<file path="config.mk">
export PLATFORM = sky130hd
export DESIGN_NAME = wm_flag_gen
export DESIGN_NICKNAME = d
export VERILOG_FILES = /design/src/rtl/wm_flag_gen.sv
export SDC_FILE = /design/constraint.sdc
export NUM_CORES = 1
export LEC_CHECK = 0
export BUFFER_PORTS_ARGS = -buffer_cell sky130_fd_sc_hd__buf_4
export CAP_MARGIN = 40
export CORE_MARGIN = 8
export CORE_UTILIZATION = 61
export DETAILED_ROUTE_END_ITERATION = 8
export GPL_ROUTABILITY_DRIVEN = 0
export GPL_TIMING_DRIVEN = 0
export PLACE_DENSITY = 0.92
export SLEW_MARGIN = 20
export SYNTH_ARGS = -nofsm -noshare
export SYNTH_HDL_FRONTEND = slang
export SYNTH_SLANG_ARGS = --single-unit
</file>
<file path="constraint.sdc">
create_clock -name clk -period 6.01 [get_ports clk]
set_input_delay 0.601 -clock clk [delete_from_list [all_inputs] [get_ports clk]]
set_output_delay 0.601 -clock clk [all_outputs]
set_load 0.005 [all_outputs]
</file>
<file path="src/rtl/wm_flag_gen.sv">
module wm_flag_gen #(
  parameter int unsigned BUF_BYTES = 16384,
  parameter int unsigned HDR_BYTES = 12,
  parameter int unsigned FTR_BYTES = 4,
  parameter int unsigned BUS_W = 32,
  parameter int unsigned WM_W = 16,
  parameter int unsigned LAT_WORDS = 4,
  parameter logic [WM_W-1:0] DEF_WM = 253,
  parameter bit DEF_ON_DATA = 1'b0,
  parameter bit DEF_ACT_LOW = 1'b1,
  localparam int unsigned WORD_BYTES = BUS_W / 8,
  localparam int unsigned USABLE = (BUF_BYTES - HDR_BYTES - FTR_BYTES) / WORD_BYTES,
  localparam int unsigned CNT_W = $clog2(USABLE + 1)
) (
  input  logic             clk,
  input  logic             rst_n,
  input  logic             wr_en,
  input  logic             commit,
  input  logic [WM_W-1:0]  cfg_wm,
  input  logic             cfg_on_data,
  input  logic             cfg_active_low,
  output logic             wm_flag,
  output logic             full,
  output logic             overflow,
  output logic [CNT_W-1:0] fill_words,
  output logic [CNT_W-1:0] commit_words
);

  localparam int unsigned SCALE = BUS_W / 32;

  function automatic logic [CNT_W-1:0] thr_of(input logic [WM_W-1:0] wm);
    int unsigned win;
    win = 32'(wm) * SCALE;
    if (win <= LAT_WORDS) win = 0;
    else win = win - LAT_WORDS;
    if (win >= USABLE) return '0;
    return CNT_W'(USABLE - win);
  endfunction

  function automatic logic pin_of(input logic [CNT_W-1:0] fill, input logic [CNT_W-1:0] thr,
                                  input logic on_data, input logic act_low);
    logic asserted;
    asserted = on_data ? (fill < thr) : (fill >= thr);
    return asserted ^ act_low;
  endfunction

  logic [CNT_W-1:0] fill_q, fill_d, thr_q, thr_d, cw_q;
  logic on_q, on_d, al_q, al_d, flag_q, ovf_q, accept;

  assign full         = (fill_q == CNT_W'(USABLE));
  assign accept       = wr_en && !full && !commit;
  assign wm_flag      = flag_q;
  assign overflow     = ovf_q;
  assign fill_words   = fill_q;
  assign commit_words = cw_q;

  always_comb begin
    fill_d = fill_q;
    thr_d  = thr_q;
    on_d   = on_q;
    al_d   = al_q;
    if (commit) begin
      fill_d = '0;
      thr_d  = thr_of(cfg_wm);
      on_d   = cfg_on_data;
      al_d   = cfg_active_low;
    end else if (accept) begin
      fill_d = fill_q + CNT_W'(1);
    end
  end

  always_ff @(posedge clk or negedge rst_n) begin
    if (!rst_n) begin
      fill_q <= '0;
      thr_q  <= thr_of(DEF_WM);
      on_q   <= DEF_ON_DATA;
      al_q   <= DEF_ACT_LOW;
      flag_q <= pin_of('0, thr_of(DEF_WM), DEF_ON_DATA, DEF_ACT_LOW);
      ovf_q  <= 1'b0;
      cw_q   <= '0;
    end else begin
      fill_q <= fill_d;
      thr_q  <= thr_d;
      on_q   <= on_d;
      al_q   <= al_d;
      flag_q <= pin_of(fill_d, thr_d, on_d, al_d);
      if (commit) begin
        ovf_q <= 1'b0;
        cw_q  <= fill_q;
      end else if (wr_en && full) begin
        ovf_q <= 1'b1;
      end
    end
  end

  p_fill_limit_r1: assert property (@(posedge clk) disable iff (!rst_n)
    fill_words <= CNT_W'(USABLE));

  p_step_r1: assert property (@(posedge clk) disable iff (!rst_n)
    (wr_en && !full && !commit) |=> fill_words == $past(fill_words) + CNT_W'(1));

  p_full_drop_r6: assert property (@(posedge clk) disable iff (!rst_n)
    (wr_en && full && !commit) |=> (full && overflow));

  p_ovf_hold_r6: assert property (@(posedge clk) disable iff (!rst_n)
    (overflow && !commit) |=> overflow);

  p_commit_r7: assert property (@(posedge clk) disable iff (!rst_n)
    commit |=> (fill_words == '0 && !overflow && commit_words == $past(fill_words)));

  p_quiet_r8: assert property (@(posedge clk) disable iff (!rst_n)
    (!commit && !wr_en) |=> $stable(wm_flag));

endmodule

</file>
==> results of run 1 <==
[per-stage QoR]
stage               utilization, %  instances  total power [mW]  worst slack (ns)  instance area (µm²)
floorplan                        -        313            0.3559             2.089                 2851
global placement             70.03        410            0.3929             1.480                 3242
detailed placement           70.03        410            0.3967             1.407                 3242
CTS                          72.35        418            0.6100             1.712                 3349
global route                 72.35        418            0.6359             1.335                 3349
finish                       72.35        418            0.6074             1.686                 3349
[logic make-up (layout without fill, tap and decap cells)]
kind of cell             after synthesis  count (layout)
AO/OA/AOI/OAI                         70              70
multiplexers                          15              15
buffers and inverters                 32              83
adder cells (fa/ha/maj)               17              17
XOR/XNOR                              23              23
AND/OR/NAND/NOR                      116             116
flip-flops                            40              40
[flip-flops by register name, summed over array words and instances (netlist names)]
register      count
al_q              1
overflow          1
commit_words     12
fill_words       12
thr_q            12
wm_flag           1
on_q              1
[synthesized netlist by cell type, drive strengths merged (2+ instances only)]
cell and count:
o211a 2, o22ai 2, a21o 3, nor3 12
clkbuf 14, o221a 5, nand3b 2, mux2i 2
o31ai 3, nand2 20, buf 6, a221oi 2
nor2b 6, a22o 2, nand2b 2, xor2 10
or3 11, dfrtp 32, nor3b 2, and3 3
and2 4, nor2 30, or2 3, a31oi 2
ha 17, o21ai 8, a21oi 15, o221ai 5
and4 5, a211o 2, dfstp 8, o2bb2ai 2
xnor2 13, nand3 7, a22oi 4, nand4 4
inv 12, o211ai 4, nor4 3, mux2 13
[cell type report]
type | instances | area, µm² | share of cell area (%)
multi-input cells | 241 | 1708 | 50.99
flip-flops and latches | 40 | 1011 | 30.18
repair buffers | 43 | 322.8 | 9.638
plain buffers | 20 | 87.58 | 2.615
clock buffers | 6 | 72.57 | 2.167
well taps | 54 | 67.56 | 2.017
inverters | 12 | 45.04 | 1.345
clock inverters | 2 | 35.03 | 1.046
[per-layer routing]
layer,wire length (µm),share of wire (%),global-route usage [%],vias up
li1,-,-,-,1246
met1,2811,42,21.63,1187
met2,3403,50,35.46,79
met3,434,6.4,5.073,10
met4,102,1.5,7.282,0
met5,0,0,0,-
[worst register-to-register path, delay by kind of cell (launching register included)]
family / cells / cell delay [ns]
xor+xnor: 2 / 0.29
buf+inv: 1 / 0.19
compound gates: 5 / 0.90
flops: 1 / 0.46
fa+ha+maj: 1 / 0.34
simple gates: 5 / 1.04
[power by group through the flow]
stage | combinational [mW] | sequential, mW | clock [mW]
final | 0.107 | 0.285 | 0.215
after CTS | 0.108 | 0.285 | 0.218
after global routing | 0.120 | 0.285 | 0.231
after global placement | 0.104 | 0.289 | 0
after detailed placement | 0.107 | 0.290 | 0
after floorplan | 0.0660 | 0.290 | 0
[worst max-delay path by stage]
stage / from / cells past startpoint / endpoint
6_report: cfg_wm[3] / 20 / wm_flag
3_5_place_dp: cfg_wm[3] / 20 / wm_flag
3_3_place_gp: cfg_wm[3] / 20 / wm_flag
2_1_floorplan: cfg_wm[2] / 18 / wm_flag
4_1_cts: cfg_wm[3] / 20 / wm_flag
5_1_grt: cfg_wm[3] / 21 / wm_flag
==> key figures, run 1 <==
Critical path
  • Path depth of the worst reg2reg path: 14
  • Ordered list of cells on the worst path: buf_4, inv_1, ha_1, nor3b_1, o2111ai_1, or2_2, clkbuf_1, nand2_1, ha_1, nor3_1, nor3_1, a21oi_1, xor2_1, a21oi_1, ha_1, and4_1, nand2_1, o41ai_1, a22oi_1, xnor2_1
  • Data arrival at the endpoint of the critical path: approximately 4.6 ns
  • Crit path largest cell delay: 0.60 ns
  • Required time at the endpoint of the critical path: 6.24 ns
  • CP Capture Type: flip-flop
  • Classification of the worst setup path: in2reg
  • Category of the worst setup path launch point: input pin
  • Worst reg2reg startpoint: fill_words[4]
  • Critical path buffer and inverter count: 3
  • Maximum fanout encountered on the critical timing path: 7
  • Category of cells accounting for the largest share of critical-path delay: simple AND/OR/NAND/NOR gates
  • Setup slack of the worst register-to-register path: 2.74 ns
  • Capturing point of the worst reg2reg path: wm_flag
  • CP max-delay cell: nor3_1
  • Critical Path Most Common Cell: ha_1

Global route
  • Via count of the first global-routing pass: 2493
  • Pin count of the biggest net entering global routing: 41
  • Global-route wire length before repair: about 12 mm
  • Total global routing track utilization: 19.70%
  • Initial antenna violation count: 0
  • GR Overflow Total: 0

Detailed routing
  • Post-route DRC: 0
  • Final Routed Wirelength: 6.751 mm
  • Number of nets with antenna violations after routing: 0
  • DR WL/cell: 16.15 µm
  • Pre-Repair DR Iteration Count: 4
  • Detailed-route via count: 2522
  • Vias per inst: 6.033
  • Initial DRC count: roughly 180

CTS
  • CTS resizes: 0
  • Setup Fix Bufs, Post-CTS: 0
  • Clock edge transition at the registers on the reported setup and hold paths: 0.08 ns
  • Quantity of hold-fixing buffers added after cts: 0
  • Clock tree from TritonCTS: built
  • Clock sinks: 40
  • CTS H-tree lvls: 2
  • Number of buffers on the longest clock path: 2
  • TritonCTS buffer count: 5
  • Clock Latency Late Sink: around 0.30 ns
  • Root buffer selected by CTS: clkbuf_8

Pwr
  • Switching power: 0.1564 mW
  • Sequential Power Share: 46.9%
  • Pwr dens: 181.3 nW/µm²
  • Switching share of power: 25.74%
  • Peak VDD IR: 0.09302 mV
  • Clock share of power: between 30% and 40%
  • Internal power: 0.4510 mW
  • Proportion of power drawn by combinational gates: 17.7%
  • LEAKAGE: about 1.5 nW

Logic synthesis
  • Ys async rst share: 100.0%
  • Combinational family with the most area after synthesis: simple AND/OR/NAND/NOR gates
  • Post-Syn Area: 2851 µm²
  • Adder and majority gate portion of the synthesized area: between 7 and 8%
  • Post-Synth Simple-Gate Area: 21.19%
  • Mapped Nets: 352
  • Number of register bits inferred by synthesis: 40
  • Fraction of the mapped netlist area in compound gates: a little under a fifth
  • Share of the synthesized area in the top cell type: between 20% and 30%
  • Top cells by area in the synthesized netlist: dfrtp_1, ha_1, dfstp_2, mux2_2, nor2_1
  • YS warnings: 0
  • Synth Flop Type: dfrtp_1
  • Synth Area in XOR/XNOR: 7.328%
  • Count of flip-flops with a built-in enable after synthesis: 0
  • Synthesized instance count: 313
  • Dominant cell type by area after synthesis: dfrtp_1
  • Distinct cell type count of the synthesized netlist: 56
  • Sequential fraction of the synthesis area: a little over a third
  • Proportion of synthesized area in mux cells: 5.836%
  • Mapped Avg Cell Area: 9.110 µm²

Floorplanning
  • Die Span Y: 84.37 µm
  • Die outline area: between 7000 and 8000 µm²
  • Core region area: between 4000 and 5000 µm²
  • Die X: 84.37 µm
  • Initial core utilization: 61.59%
  • Rows: 25
  • Boundary pin count: just under 50

STA
  • Final Hold Fails: 0
  • Slew @ Worst Pin: 0.7641 ns
  • Fin crit period: between 4 and 5 ns
  • Setup Viol. Count Final: 0
  • Headroom to the max-slew limit: about half
  • Max-slew violation total from the final report: 0
  • Portion of the clock cycle consumed by the worst path in the final layout: 71.94%
  • Unrepaired setup endpoints after global routing: false
  • Final clock skew: 0.006271 ns
  • Setup_tns: 0 ns
  • Peak Freq: 231.3 MHz
  • Hold Slack: 0.2665 ns

Layout
  • Fillers: 344
  • Final Net Count: roughly 400
  • # diodes: 0
  • Top library cells by usage in the layout, fill and taps aside: buf_4, dfrtp_1, nor2_1, nand2_1, ha_1
  • Ratio of cells with drive above 1 in the final layout: 23.35%
  • Most common library cell in the layout ignoring fill and taps: buf_4
  • Area Growth Syn to Fin: 17.46%

Status
  • Result of the run: finished, final reports clean

Hold path
  • Type of the worst min-delay path: in2async

Place
  • Post-DP HPWL: 5.234 mm
  • Input/output buffers: 43

Run
  • Max-cap violations: 0
(Power assumes the default switching activity.)
==> run 2, diff against run 1 <==
--- a/config.mk
+++ b/config.mk
@@ -8,11 +8,11 @@
 export BUFFER_PORTS_ARGS = -buffer_cell sky130_fd_sc_hd__buf_4
 export CAP_MARGIN = 40
 export CORE_MARGIN = 8
-export CORE_UTILIZATION = 61
+export CORE_UTILIZATION = 51
 export DETAILED_ROUTE_END_ITERATION = 8
 export GPL_ROUTABILITY_DRIVEN = 0
 export GPL_TIMING_DRIVEN = 0
-export PLACE_DENSITY = 0.92
+export PLACE_DENSITY = 0.82
 export SLEW_MARGIN = 20
 export SYNTH_ARGS = -nofsm -noshare
 export SYNTH_HDL_FRONTEND = slang
==> constraint.sdc (replaced) <==
create_clock -name clk -period 3.47 [get_ports clk]
set_input_delay 0.347 -clock clk [delete_from_list [all_inputs] [get_ports clk]]
set_output_delay 0.347 -clock clk [all_outputs]
set_load 0.005 [all_outputs]
==> run 2 against run 1 <==
Critical path depth decreased by 4. Total power increased by 84%. Largest cell class unchanged. Highest routed layer unchanged. Largest power group unchanged. Non-clock buffer count up 11. Register-to-register slack got worse by 2.5 ns. Die area up 16%.
==> key figures, run 2 (synthesis results as in run 1) <==
Run
  • Max-cap violations: 0 (unchanged)

Detailed routing
  • DR WL/cell: 17.49 µm (+8.3%)
  • Vias per inst: 5.980 (-0.89%)
  • Final Routed Wirelength: 7.816 mm (+16%)
  • Initial DRC count: 124 (-30%)
  • Post-route DRC: 0 (unchanged)
  • Number of nets with antenna violations after routing: 0 (unchanged)
  • Pre-Repair DR Iteration Count: 4 (unchanged)
  • Detailed-route via count: 2673 (+6.0%)

Place
  • Placement Cell Area: 3357 µm² (+3.6%)
  • Cell Count Post-Placement: 428 (+4.4%)
  • Post-DP HPWL: 5.395 mm (+3.1%)
  • Input/output buffers: 43 (unchanged)
  • Pre-CTS setup slack: -0.6279 ns (-2.035 ns)

STA
  • Slew @ Worst Pin: 0.6364 ns (-0.1277 ns)
  • Worst Slack Setup Final: 0.03488 ns (-1.651 ns)
  • Setup Viol. Count Final: 0 (unchanged)
  • Peak Freq: 291.1 MHz
  • Headroom to the max-slew limit: 57.57% (+8.9 points)
  • Final clock skew: 0.006958 ns (+0.0006874 ns)
  • Fin crit period: 3.435 ns
  • Max-slew violation total from the final report: 0 (unchanged)
  • Portion of the clock cycle consumed by the worst path in the final layout: 98.99%
  • Setup_tns: 0 ns (unchanged)
  • Final Hold Fails: 0 (unchanged)
  • Hold Slack: 0.01769 ns (-0.2488 ns)

Global route
  • Pin count of the biggest net entering global routing: 41 (unchanged)
  • Via count of the first global-routing pass: 2663 (+6.8%)
  • Initial antenna violation count: 0 (unchanged)
  • Total global routing track utilization: 17.57% (-2.1 points)
  • Global-route wire length before repair: 12.20 mm (+5.0%)
  • GR Overflow Total: 0 (unchanged)

CTS
  • Clock sinks: 40 (unchanged)
  • Root buffer selected by CTS: clkbuf_8
  • TritonCTS buffer count: 5 (unchanged)
  • CTS H-tree lvls: 2 (unchanged)
  • Clock tree from TritonCTS: built
  • Clock Latency Late Sink: 0.29 ns (about the same)
  • Quantity of hold-fixing buffers added after cts: 0 (unchanged)
  • Clock edge transition at the registers on the reported setup and hold paths: 0.08 ns (about the same)
  • Number of buffers on the longest clock path: 2 (unchanged)

Layout
  • # diodes: 0 (unchanged)
  • Util after Layout: 70.09% (-2.3 points)
  • Final Net Count: 413 (+2.7%)
  • Area Growth Syn to Fin: 33.70%
  • Fillers: 396 (+15%)
  • Ratio of cells with drive above 1 in the final layout: 36.27% (+13 points)
  • Final design instance area without fill: 3812 µm² (+14%)
  • Final Non-Filler Cells: 447 (+6.9%)
  • Most common library cell in the layout ignoring fill and taps: buf_4
  • Top library cells by usage in the layout, fill and taps aside: buf_4, dfrtp_1, nor2_1, nand2_1, mux2_2

Floorplanning
  • Die X: 90.78 µm (+7.6%)
  • Die Span Y: 90.78 µm (+7.6%)
  • Die outline area: 8240 µm² (+16%)
  • Initial core utilization: 52.43% (-9.2 points)
  • Rows: 27 (+8.0%)
  • Boundary pin count: 49 (unchanged)
  • Core region area: 5439 µm² (+17%)

Critical path
  • Start point of the critical path: cfg_wm[3]
  • Data arrival at the endpoint of the critical path: 3.66 ns (-0.89 ns)
  • Maximum fanout encountered on the critical timing path: 9 (+2)
  • Worst reg2reg startpoint: fill_words[5]
  • Required time at the endpoint of the critical path: 3.70 ns (-2.54 ns)
  • CP Capture Type: flip-flop
  • Category of the worst setup path launch point: input pin
  • Classification of the worst setup path: in2reg

Pwr
  • Switching power: 0.3052 mW (+95%)
  • Peak VDD IR: 0.1766 mV (+90%)
  • Proportion of power drawn by combinational gates: 22.1% (+4.4 points)
  • Sequential Power Share: 44.1% (-2.8 points)
  • Clock share of power: 33.8% (-1.6 points)
  • Internal power: 0.8128 mW (+80%)
  • Switching share of power: 27.30% (+1.6 points)
  • Pwr dens: 293.3 nW/µm² (+62%)
  • Total power: 1.118 mW (+84%)
  • LEAKAGE: 1.651 nW (+10%)

Status
  • Result of the run: finished, final reports clean

Hold path
  • Type of the worst min-delay path: in2async
-- run 2: changes by cell type in the layout (fill, tap and decap cells not counted), sizes merged --
cell    change
clkbuf      -2
buf        +13
-- run 2: repair_timing --
item / CTS / global route
gates resized for setup: 13 / 31
endpoints found under the setup margin: 1 / 1
buffers inserted: 5 / 9
gates cloned: 0 / 1
pin swaps: 5 / 19
-- run 2: power by group through the flow --
stage               clock network, mW  logic (mW)  registers (mW)
floorplan                           0       0.125           0.502
global placement                    0       0.193           0.501
detailed placement                  0       0.199           0.502
CTS                             0.380       0.211           0.493
global route                    0.405       0.266           0.495
finish                          0.378       0.247           0.493
-- run 2: worst paths after layout --
path                                    to  slack, ns  cells past startpoint
max                                wm_flag       0.03                     16
min                        commit_words[5]       0.02                      1
max reg2reg                        wm_flag       0.20                     13
min reg2reg                       thr_q[0]       0.51                      1
max in group asynchronous         thr_q[1]       3.09                      1
min in group clk                      al_q       0.32                      2
-- run 2: per-layer routing --
layer	up-vias	global-route usage (%)	routed length, µm
met5	-	0	0
met4	0	7.231	245
met3	25	3.741	484
met2	90	31.97	3942
met1	1290	19.22	3143
li1	1268	-	-
-- run 2: critical path, stage by stage --
cell and delay, ns:
buf_4 0.13, or3_1 0.35, buf_2 0.19, or4_4 0.53
a22oi_1 0.23, and4_4 0.27, or2b_4 0.18, buf_8 0.13
o221a_4 0.18, ha_4 0.21, a21oi_1 0.14, o21ai_1 0.12
a21oi_4 0.20, o41ai_4 0.12, a22oi_2 0.20, xnor2_1 0.14
-- run 2: area by class of cell --
| cell class | count | area, µm² | share of cell area, % |
|---|---|---|---|
| flip-flops and latches | 40 | 1012 | 26.55 |
| clock inverters | 2 | 35.03 | 0.9189 |
| inverters | 12 | 47.55 | 1.247 |
| plain buffers | 16 | 107.6 | 2.822 |
| repair buffers | 58 | 452.9 | 11.88 |
| clock buffers | 6 | 72.57 | 1.904 |
| multi-input cells | 241 | 1994 | 52.31 |
| well taps | 72 | 90.09 | 2.363 |
==> run 3, diff against run 2 <==
--- a/config.mk
+++ b/config.mk
@@ -7,7 +7,7 @@
 export LEC_CHECK = 0
 export BUFFER_PORTS_ARGS = -buffer_cell sky130_fd_sc_hd__buf_4
 export CAP_MARGIN = 40
-export CORE_MARGIN = 8
+export CORE_MARGIN = 2
 export CORE_UTILIZATION = 51
 export DETAILED_ROUTE_END_ITERATION = 8
 export GPL_ROUTABILITY_DRIVEN = 0
==> run 3 against run 2 <==
Cell area shrank 2.1%. Fmax grew 2.6%. Non-clock buffer count is the same. Sequential share of layout area grew 0.57 points. Die area shrank 25%. First-iteration DRC count grew 22%. Setup slack gained 0.088 ns. Combinational power shrank 8.5%. Clock skew shrank 0.0038 ns. Routed wire length shrank 8.7%.
==> key figures, run 3 (synthesis results as in run 1) <==
Status
  • Result of the run: finished, final reports clean

Global route
  • Via count of the first global-routing pass: 2506 (-5.9%)
  • Pin count of the biggest net entering global routing: 41 (unchanged)
  • GR Overflow Total: 0 (unchanged)
  • Total global routing track utilization: 21.94% (+4.4 points)
  • Global-route wire length before repair: 10.81 mm (-11%)
  • Initial antenna violation count: 0 (unchanged)

STA
  • Final Hold Fails: 0 (unchanged)
  • Fin crit period: 3.347 ns (-0.08846 ns)
  • Hold Slack: 0.01332 ns (-0.004370 ns)
  • Final clock skew: 0.003150 ns (-0.003808 ns)
  • Headroom to the max-slew limit: 59.09% (+1.5 points)
  • Slew @ Worst Pin: 0.6136 ns (-0.02275 ns)
  • Setup Viol. Count Final: 0 (unchanged)
  • Max-slew violation total from the final report: 0 (unchanged)
  • Peak Freq: 298.8 MHz (+2.6%)
  • Worst Slack Setup Final: 0.1233 ns (+0.08846 ns)
  • Portion of the clock cycle consumed by the worst path in the final layout: 96.45% (-2.5 points)

Layout
  • Util after Layout: 68.62% (-1.5 points)
  • Final Non-Filler Cells: 447 (unchanged)
  • # diodes: 0 (unchanged)
  • Ratio of cells with drive above 1 in the final layout: 36.00% (-0.27 points)
  • Sequential cell area: 1012 µm² (unchanged)
  • Most common library cell in the layout ignoring fill and taps: buf_4
  • Fillers: 416 (+5.1%)
  • Final Net Count: 413 (unchanged)
  • Top library cells by usage in the layout, fill and taps aside: buf_4, dfrtp_1, nor2_1, nand2_1, ha_1
  • Area Growth Syn to Fin: 30.89%
  • Area of the multi-input gates: 1921 µm² (-3.7%)

Floorplanning
  • Core region area: 5439 µm² (unchanged)
  • Rows: 27 (unchanged)
  • Die X: 78.78 µm (-13%)
  • Die Span Y: 78.78 µm (-13%)
  • Die outline area: 6206 µm² (-25%)
  • Boundary pin count: 49 (unchanged)
  • Initial core utilization: 52.43% (unchanged)

CTS
  • Clock edge transition at the registers on the reported setup and hold paths: 0.08 ns (about the same)
  • CTS H-tree lvls: 2 (unchanged)
  • Root buffer selected by CTS: clkbuf_8
  • Number of buffers on the longest clock path: 2 (unchanged)
  • Clock tree from TritonCTS: built
  • Clock sinks: 40 (unchanged)
  • Clock Latency Late Sink: 0.30 ns (about the same)
  • TritonCTS buffer count: 5 (unchanged)

Place
  • Pre-CTS setup slack: -0.6198 ns (+0.008107 ns)
  • Cell Count Post-Placement: 428 (unchanged)
  • Input/output buffers: 43 (unchanged)
  • Post-DP HPWL: 4.984 mm (-7.6%)

Critical path
  • Required time at the endpoint of the critical path: 3.70 ns (about the same)
  • Category of the worst setup path launch point: input pin
  • Path depth of the worst reg2reg path: 13 (unchanged)
  • Classification of the worst setup path: in2reg
  • Maximum fanout encountered on the critical timing path: 10 (+1)
  • CP Capture Type: flip-flop
  • Data arrival at the endpoint of the critical path: 3.57 ns (-0.09 ns)

Detailed routing
  • Initial DRC count: 151 (+22%)
  • Number of nets with antenna violations after routing: 0 (unchanged)
  • Post-route DRC: 0 (unchanged)
  • Met3 wirelength from detailed routing: 380 µm (-21%)
  • DR WL/cell: 15.97 µm (-8.7%)
  • Pre-Repair DR Iteration Count: 4 (unchanged)
  • Detail Route met2 WL: 3.721 mm (-5.6%)
  • Vias per inst: 5.951 (-0.49%)
  • Top routing layer in use: met4
  • Detailed-route via count: 2660 (-0.49%)
  • Met1 layer wirelength in the final routing: 2.890 mm (-8.0%)
  • Final Routed Wirelength: 7.138 mm (-8.7%)

Run
  • Max-cap violations: 0 (unchanged)

Pwr
  • Switching power: 0.2934 mW (-3.9%)
  • Internal power: 0.8035 mW (-1.2%)
  • Peak VDD IR: 0.2578 mV (+46%)
  • Switching share of power: 26.75% (-0.55 points)
  • Pwr dens: 293.9 nW/µm² (+0.21%)
  • Sequential Power Share: 45.0% (+0.9 points)
  • Proportion of power drawn by combinational gates: 20.6% (-1.5 points)
  • Clock share of power: 34.4% (+0.6 points)
  • LEAKAGE: 1.637 nW (-0.86%)

Hold path
  • Type of the worst min-delay path: in2async
## run 3: changes by cell type in the layout (fill, tap and decap cells not counted), moves of 2 or more
| cell | change |
|---|---|
| o21ai_1 | -2 |
| a21oi_2 | +4 |
| a21oi_1 | -3 |
| ha_4 | -2 |
| ha_1 | +2 |
| buf_4 | -2 |
## run 3: power by group through the flow
stage | sequential (mW) | clock, mW | combinational [mW]
floorplan | 0.502 | 0 | 0.125
global placement | 0.501 | 0 | 0.192
detailed placement | 0.502 | 0 | 0.198
CTS | 0.493 | 0.384 | 0.204
global route | 0.495 | 0.405 | 0.245
finish | 0.493 | 0.378 | 0.226
## run 3: final cells by class
cell class | instances | area share [%]
clock inverter | 2 | 0.9387
tap | 72 | 2.414
timing repair buffer | 57 | 11.87
sequential | 40 | 27.12
buffer | 17 | 2.984
inverter | 12 | 1.274
multi-input combinational | 241 | 51.46
clock buffer | 6 | 1.944
## run 3: what timing repair did
| action | in CTS | in global routing |
|---|---|---|
| hold buffers | 0 | 0 |
| cloned | 0 | 1 |
| resized for setup | 9 | 28 |
| setup endpoints to repair | 1 | 1 |
| setup buffers | 2 | 11 |
| endpoints found under the hold margin | 0 | 0 |
| pin swaps | 5 | 15 |
## run 3: critical path, cell delays in order
cell       delay, ns
buf_4           0.13
clkbuf_16       0.16
inv_4           0.05
ha_4            0.15
nand2b_1        0.07
clkbuf_8        0.15
or3_4           0.42
xnor2_4         0.16
and4_4          0.20
or2b_4          0.28
buf_8           0.14
o221a_1         0.21
ha_1            0.28
and4_4          0.24
nand2_4         0.06
a21oi_2         0.11
nor2_1          0.06
a22oi_2         0.20
xnor2_1         0.13
## run 3: stage by stage
stage	setup TNS (ns)	power (mW)	cell area [µm²]
2_1_floorplan	-0.01308	0.6274	2944
3_3_place_gp	-0.5910	0.6936	3357
3_5_place_dp	-0.6198	0.7000	3357
4_1_cts	0	1.082	3520
5_1_grt	-0.02322	1.145	3732
6_report	0	1.097	3732
## run 3: final timing paths
path,from,to,slack (ns)
min in group clk,cfg_active_low,al_q,0.32
max in group asynchronous,rst_n,wm_flag,3.09
min,rst_n,commit_words[4],0.01
max reg2reg,fill_words[5],wm_flag,0.27
min reg2reg,thr_q[0],thr_q[0],0.49
max,cfg_wm[2],wm_flag,0.12
## run 3: per-layer routing
layer,vias to the layer above,GRT usage [%]
met1,1289,25.56
met4,0,11.40
met3,16,3.636
met2,91,38.63
li1,1264,-
met5,-,0
